## config.mk

```make
export PLATFORM = sky130hd
export DESIGN_NAME = cmpcc_unit
export DESIGN_NICKNAME = d
export VERILOG_FILES = /design/src/rtl/cmpcc_pkg.sv /design/src/rtl/cmpcc_compare.sv /design/src/rtl/cmpcc_masktest.sv /design/src/rtl/cmpcc_shlovf.sv /design/src/rtl/cmpcc_unit.sv
export SDC_FILE = /design/constraint.sdc
export NUM_CORES = 1
export LEC_CHECK = 0
export ABC_AREA = 1
export BUFFER_PORTS_ARGS = -buffer_cell sky130_fd_sc_hd__buf_2
export CAP_MARGIN = 10
export CORE_MARGIN = 1
export CORE_UTILIZATION = 54
export CTS_CLUSTER_SIZE = 24
export DETAILED_ROUTE_END_ITERATION = 10
export PLACE_DENSITY = 0.8
export SLEW_MARGIN = 20
export SYNTH_ARGS = -nofsm -noshare
export SYNTH_HDL_FRONTEND = slang
export SYNTH_SLANG_ARGS = --single-unit
export TNS_END_PERCENT = 30
```

## constraint.sdc

```tcl
create_clock -name clk -period 5.05 [get_ports clk]
set_clock_uncertainty 0.05 [all_clocks]
set_input_delay 0.505 -clock clk [delete_from_list [all_inputs] [get_ports clk]]
set_output_delay 0.505 -clock clk [all_outputs]
set_load 0.05 [all_outputs]
```

## src/rtl/cmpcc_pkg.sv

```systemverilog
package cmpcc_pkg;

    typedef logic [1:0] cc_t;

    typedef enum logic [2:0] {
        OP_CMP_S     = 3'd0,
        OP_CMP_U     = 3'd1,
        OP_CMP_Z     = 3'd2,
        OP_TEST_MASK = 3'd3,
        OP_INS_MASK  = 3'd4,
        OP_SHL_ARITH = 3'd5,
        OP_LEAD_ONE  = 3'd6,
        OP_RSVD      = 3'd7
    } op_e;

    localparam cc_t CC_ZERO = 2'd0;
    localparam cc_t CC_LOW  = 2'd1;
    localparam cc_t CC_HIGH = 2'd2;
    localparam cc_t CC_OVF  = 2'd3;

    // Three-way grading shared by the compare and shift paths
    function automatic cc_t cc_from_sign(input logic is_zero, input logic is_neg);
        if (is_zero)      return CC_ZERO;
        else if (is_neg)  return CC_LOW;
        else              return CC_HIGH;
    endfunction

endpackage

```

## src/rtl/cmpcc_compare.sv

```systemverilog
module cmpcc_compare
    import cmpcc_pkg::*;
#(
    parameter int DATA_W = 64,
    parameter int HALF_W = 32
) (
    input  logic [DATA_W-1:0] a_i,
    input  logic [DATA_W-1:0] b_i,
    input  logic              wide_i,
    input  logic              signed_i,
    input  logic              vs_zero_i,
    output cc_t               cc_o
);
    localparam int EXT_W = DATA_W + 1;
    localparam int PAD_W = DATA_W - HALF_W + 1;

    logic [EXT_W-1:0] ext_a, ext_b;
    logic [DATA_W-1:0] b_eff;
    logic ext_sign_a, ext_sign_b;

    always_comb begin
        b_eff = vs_zero_i ? '0 : b_i;
        ext_sign_a = signed_i & (wide_i ? a_i[DATA_W-1] : a_i[HALF_W-1]);
        ext_sign_b = signed_i & (wide_i ? b_eff[DATA_W-1] : b_eff[HALF_W-1]);
        if (wide_i) begin
            ext_a = {ext_sign_a, a_i};
            ext_b = {ext_sign_b, b_eff};
        end else begin
            ext_a = {{PAD_W{ext_sign_a}}, a_i[HALF_W-1:0]};
            ext_b = {{PAD_W{ext_sign_b}}, b_eff[HALF_W-1:0]};
        end
        cc_o = cc_from_sign(ext_a == ext_b, $signed(ext_a) < $signed(ext_b));
    end
endmodule

```

## src/rtl/cmpcc_masktest.sv

```systemverilog
module cmpcc_masktest
    import cmpcc_pkg::*;
#(
    parameter int DATA_W = 64,
    parameter int HALF_W = 32
) (
    input  logic [DATA_W-1:0] val_i,
    input  logic [DATA_W-1:0] mask_i,
    input  logic              wide_i,
    output cc_t               tm_cc_o,
    output cc_t               ins_cc_o
);
    localparam int PAD_W = DATA_W - HALF_W;

    logic [DATA_W-1:0] v, m, hit;
    logic lead_bit;

    always_comb begin
        v = wide_i ? val_i  : {{PAD_W{1'b0}}, val_i[HALF_W-1:0]};
        m = wide_i ? mask_i : {{PAD_W{1'b0}}, mask_i[HALF_W-1:0]};
        hit = v & m;
    end

    // Priority pick: value bit under the highest set mask bit
    always_comb begin
        lead_bit = 1'b0;
        for (int i = 0; i < DATA_W; i++) begin
            if (m[i]) lead_bit = v[i];
        end
    end

    always_comb begin
        if (hit == '0)        tm_cc_o = CC_ZERO;
        else if (hit == m)    tm_cc_o = CC_OVF;
        else if (!wide_i)     tm_cc_o = CC_LOW;
        else                  tm_cc_o = lead_bit ? CC_HIGH : CC_LOW;

        if (hit == '0)        ins_cc_o = CC_ZERO;
        else                  ins_cc_o = lead_bit ? CC_LOW : CC_HIGH;
    end
endmodule

```

## src/rtl/cmpcc_shlovf.sv

```systemverilog
module cmpcc_shlovf
    import cmpcc_pkg::*;
#(
    parameter int DATA_W = 64,
    parameter int HALF_W = 32,
    localparam int CNT_W  = $clog2(DATA_W),
    localparam int HCNT_W = $clog2(HALF_W)
) (
    input  logic [DATA_W-1:0] src_i,
    input  logic [CNT_W-1:0]  shamt_i,
    input  logic              wide_i,
    output cc_t               cc_o
);
    localparam int PAD_W = DATA_W - HALF_W;

    logic [DATA_W-1:0] just, shifted, res;
    logic [CNT_W-1:0]  k;
    logic sign, ovf;

    // Left-justify the 32-bit view so one sign position serves both widths
    always_comb begin
        just = wide_i ? src_i : {src_i[HALF_W-1:0], {PAD_W{1'b0}}};
        k    = wide_i ? shamt_i : {{(CNT_W-HCNT_W){1'b0}}, shamt_i[HCNT_W-1:0]};
        sign = just[DATA_W-1];
    end

    // Top-k window built by index compare: k=0 selects nothing
    always_comb begin
        ovf = 1'b0;
        for (int i = 0; i < DATA_W; i++) begin
            if (i >= DATA_W - int'(k) && just[i] != sign) ovf = 1'b1;
        end
    end

    always_comb begin
        shifted = just << k;
        res     = {sign, shifted[DATA_W-2:0]};
        cc_o    = ovf ? CC_OVF : cc_from_sign(res == '0, sign);
    end
endmodule

```

## src/rtl/cmpcc_unit.sv

```systemverilog
module cmpcc_unit
    import cmpcc_pkg::*;
#(
    parameter int DATA_W = 64,
    parameter int HALF_W = 32,
    localparam int CNT_W = $clog2(DATA_W)
) (
    input  logic              clk,
    input  logic              rst,
    input  logic [2:0]        op_i,
    input  logic              wide_i,
    input  logic [DATA_W-1:0] opa_i,
    input  logic [DATA_W-1:0] opb_i,
    input  logic [CNT_W-1:0]  shamt_i,
    output logic [1:0]        cc_o
);
    op_e op;
    cc_t cmp_cc, tm_cc, ins_cc, shl_cc, next_cc;
    logic lead_nz;

    assign op = op_e'(op_i);

    cmpcc_compare #(.DATA_W(DATA_W), .HALF_W(HALF_W)) u_cmp (
        .a_i       (opa_i),
        .b_i       (opb_i),
        .wide_i    (wide_i),
        .signed_i  (op != OP_CMP_U),
        .vs_zero_i (op == OP_CMP_Z),
        .cc_o      (cmp_cc)
    );

    cmpcc_masktest #(.DATA_W(DATA_W), .HALF_W(HALF_W)) u_mask (
        .val_i    (opa_i),
        .mask_i   (opb_i),
        .wide_i   (wide_i),
        .tm_cc_o  (tm_cc),
        .ins_cc_o (ins_cc)
    );

    cmpcc_shlovf #(.DATA_W(DATA_W), .HALF_W(HALF_W)) u_shl (
        .src_i   (opa_i),
        .shamt_i (shamt_i),
        .wide_i  (wide_i),
        .cc_o    (shl_cc)
    );

    assign lead_nz = wide_i ? (|opa_i) : (|opa_i[HALF_W-1:0]);

    always_comb begin
        unique case (op)
            OP_CMP_S, OP_CMP_U, OP_CMP_Z: next_cc = cmp_cc;
            OP_TEST_MASK:                 next_cc = tm_cc;
            OP_INS_MASK:                  next_cc = ins_cc;
            OP_SHL_ARITH:                 next_cc = shl_cc;
            OP_LEAD_ONE:                  next_cc = lead_nz ? CC_HIGH : CC_ZERO;
            default:                      next_cc = CC_ZERO;
        endcase
    end

    always_ff @(posedge clk) begin
        if (rst) cc_o <= CC_ZERO;
        else     cc_o <= next_cc;
    end

    AST_CMP_EQUAL: assert property (@(posedge clk) disable iff (rst)
        $past(!rst && (op_i == 3'd0 || op_i == 3'd1) && opa_i == opb_i) |-> cc_o == 2'd0);
    AST_CMP_NEVER_OVF: assert property (@(posedge clk) disable iff (rst)
        $past(!rst && op_i <= 3'd2) |-> cc_o != 2'd3);
    AST_TM_EMPTY: assert property (@(posedge clk) disable iff (rst)
        $past(!rst && op_i == 3'd3 && (opa_i & opb_i) == '0) |-> cc_o == 2'd0);
    AST_TM_NARROW_MIXED: assert property (@(posedge clk) disable iff (rst)
        $past(!rst && op_i == 3'd3 && !wide_i) |-> cc_o != 2'd2);
    AST_INS_NEVER_OVF: assert property (@(posedge clk) disable iff (rst)
        $past(!rst && op_i == 3'd4) |-> cc_o != 2'd3);
    AST_NO_OVERFLOW: assert property (@(posedge clk) disable iff (rst)
        $past(!rst && op_i == 3'd5 && shamt_i == '0) |-> cc_o != 2'd3);
    AST_LEAD_ZERO: assert property (@(posedge clk) disable iff (rst)
        $past(!rst && op_i == 3'd6 && opa_i == '0) |-> cc_o == 2'd0);
    AST_RSVD_ZERO: assert property (@(posedge clk) disable iff (rst)
        $past(!rst && op_i == 3'd7) |-> cc_o == 2'd0);
    AST_RESET_CLEAR: assert property (@(posedge clk)
        $past(rst) |-> cc_o == 2'd0);
endmodule

```

==> metrics.md <==
| Metric | Value |
|---|---|
| Status | complete, no violations |
| Clock sink count | 2 |
| Max Cap Viol | 0 |
| Worst VDD drop | 0.0966 mV |
| Max Root-Sink Buffers | 2 |
| Register area share after synthesis | 0.00463 |
| Worst Hold Path EP | cc_o[0] |
| Largest net degree at the start of global routing | 70 |
| Post-Synthesis Cells | approximately 1,700 |
| Ranking of synthesized cells by area | nand2_1 25%, ha_1 10%, o21ai_0 8.1%, inv_1 7.9%, o21ai_1 6.4% |
| Biggest register | cc_o |
| Final wirelength | 38,300 µm |
| Seq. cell area | 40.0 µm² |
| Pins Over Slew Limit | 0 |
| Area delta synth->final | 11.4% |
| Commonest cells in the netlist | 577 x nand2_1, 181 x inv_1, 140 x o21ai_0, 111 x o21ai_1, 94 x nor2_1 |
| Routed Antenna Nets | 0 |
| Synth Warn # | 0 |
| Nets | about 2,000 |
| Max FFs per register | 2 |
| Hold path cells | 4 |
| Kind of critical path | input pin to flop |
| Multi-input logic area | 0.00753 mm² |
| Fmax | about 0.21 GHz |
| Vias in the first global route | 11,079 |
| Critical path peak fanout | 37 |
| Floorplan row count | 45 |
| DP Worst Slack | 192 ps |
| Type of origin of the critical path | input pin |
| Netlist cell types | 48 |
| Die W | around 130 µm |
| Setup Fix Bufs, Post-CTS | 0 |
| First-pass DRT Iterations | 9 |
| Period minus WS final | 4770 ps |
| RSZ-0062 raised after global routing | true |
| Initial core utilization | 0.561 |
| Vias post-DR | 12,740 |
| Root buffer cell | clkbuf_16 |
| Io pins | 142 |
| Critical Path End Type | flop |
| Avg WL per Cell | 19.0 µm |
| Most common flop cell mapped by yosys | dfxtp_1 |
| CP required | about 5000 ps |
| Total CTS buffers | 3 |
| Placer Congestion | 1.10 |
| Syn_nets | 1,929 |
| Setup TNS | 0 ps |
| First-pass GRT wire length | 57,700 µm |
| Yosys top cell area share | 0.250 |
| Area of the die | 0.0165 mm² |
| Number of enable flip-flop cells after synthesis | 0 |
| Lkg Pwr | roughly 5.1 nW |
| Mean Syn Cell Area | 5.03 µm² |
| PwrDens | between 100 and 150 mW/mm² |
| Clock slew at reported path FFs | approximately 30 ps |
| Design Power | around 0.0012 W |
| #FFs+latches synth | 2 |
| Endpoints failing setup | 0 |
| H-tree Lvls | 1 |
| Gr usage total | 0.448 |
| CTS tree | done |
| Final worst-path cycle share | 0.944 |
| Ys async rst share | 0 |
| Total grt overflow | 0 |
| Dpl hpwl | 31,700 µm |
| Initial antenna violation count | 1 |
| Initial DRC count | 1,666 |
| Hold WC Path Type | input pin to flop |
| Crit path launch | wide_i |
| Post-route worst setup slack | about 280 ps |
| WP data arrival | a little under 5000 ps |
| Largest area contributor in the netlist | nand2_1 |
| HP Start | rst |
| DR vias/cell | ~6.3 |
| Share of layout cells above drive strength 1 | 0.134 |
| Core Area | 0.0154 mm² |
| Die height | approximately 130 µm |
| Headroom to the max-slew limit | 0.251 |
| # port buffers | 141 |
| Biggest registers after layout | cc_o: 2 flops |
| Worst Tran Pin Value | 1120 ps |
| # fillers | 1,690 |
| DRC violations left | 0 |
| Post-Syn Area | ~0.0086 mm² |
| Most frequent cell after synthesis | nand2_1 |
| Final hold violation count | 0 |
-- per-stage QoR --
step	hold WS, ps	area (µm²)	util	cells
final	471	9630	0.624	2018
after global routing	506	9630	0.624	2017
after CTS	477	9600	0.622	2017
after detailed placement	703	9520	0.617	2014
after global placement	701	9520	0.617	2014
after floorplan	608	8650	-	1720
-- power breakdown --
group / leakage (nW) / internal [W] / total, W / switching (W)
logic: 5.09 / 0.000360 / 0.00111 / 0.000749
clock network: 0.0370 / 0.000101 / 0.000118 / 0.0000177
registers: 0.0166 / 0.0000181 / 0.0000186 / 0.000000531
total: 5.14 / 0.000479 / 0.00125 / 0.000767
-- cells in the final DEF (no fill, tap or decap), drive strengths merged, types with 3 or more instances in the layout --
cell type and n:
nor4 29, a31oi 22, nand3 97, buf 170
xor2 12, inv 208, nor3 25, o31ai 7
a2111oi 6, ha 69, a211oi 8, xnor2 10
a21oi 88, nand2 579, nor2 94, clkbuf 3
nor3b 4, o221ai 6, nand4 27, a32o 5
o211ai 14, a221oi 3, o21ai 251, or2 7
o22ai 7, mux2i 17, o2111ai 20
-- worst max-delay path by stage --
stage | endpoint | slack (ps)
detailed placement | cc_o[1] | 190
global route | cc_o[1] | -230
floorplan | cc_o[1] | 20
finish | cc_o[1] | 280
global placement | cc_o[1] | 290
CTS | cc_o[1] | 400
-- worst max-delay path: stages --
cell and delay [ps]:
buf_4 380, nand2_1 190, o21ai_4 100, inv_2 50
nor2_1 120, nand2_1 400, buf_4 350, nand2_1 70
ha_1 150, nand4_1 250, nor4_1 600, nand4_1 160
nor4_1 590, buf_4 240, nor2_1 40, a221oi_1 320
nand3_1 130, nand2_1 90, inv_1 50
-- what timing repair did --
action,CTS,global route
gates resized for setup,0,10
hold endpoints to repair,0,0
hold buffers,0,0
endpoints found under the setup margin,0,2
-- cell type report --
class                   instances  share of cell area
inverters                     210              0.0821
flip-flops and latches          2             0.00416
multi-input cells            1421               0.782
clock buffers                   3             0.00779
well taps                     211              0.0274
repair buffers                170              0.0961
diodes                          1            0.000260
-- cell families (layout without fill, tap and decap cells) --
logic type      after synthesis  after routing  synth area share
simple gates                864            864             0.428
compound gates              449            449             0.296
buf+inv                     297            383             0.130
fa+ha+maj                    69             69            0.0998
xor+xnor                     22             22            0.0223
mux                          17             17            0.0197
flops                         2              2           0.00463
other cells                   0              1                 0
-- routing by layer --
layer / vias up / part of all wire / GRT usage
met4: 0 / 0.070 / 0.262
met5: - / 0 / 0
met3: 191 / 0.13 / 0.0873
met1: 5652 / 0.39 / 0.582
li1: 6024 / - / -
met2: 873 / 0.42 / 0.685
No activity file was read; power rests on OpenSTA's default activity.
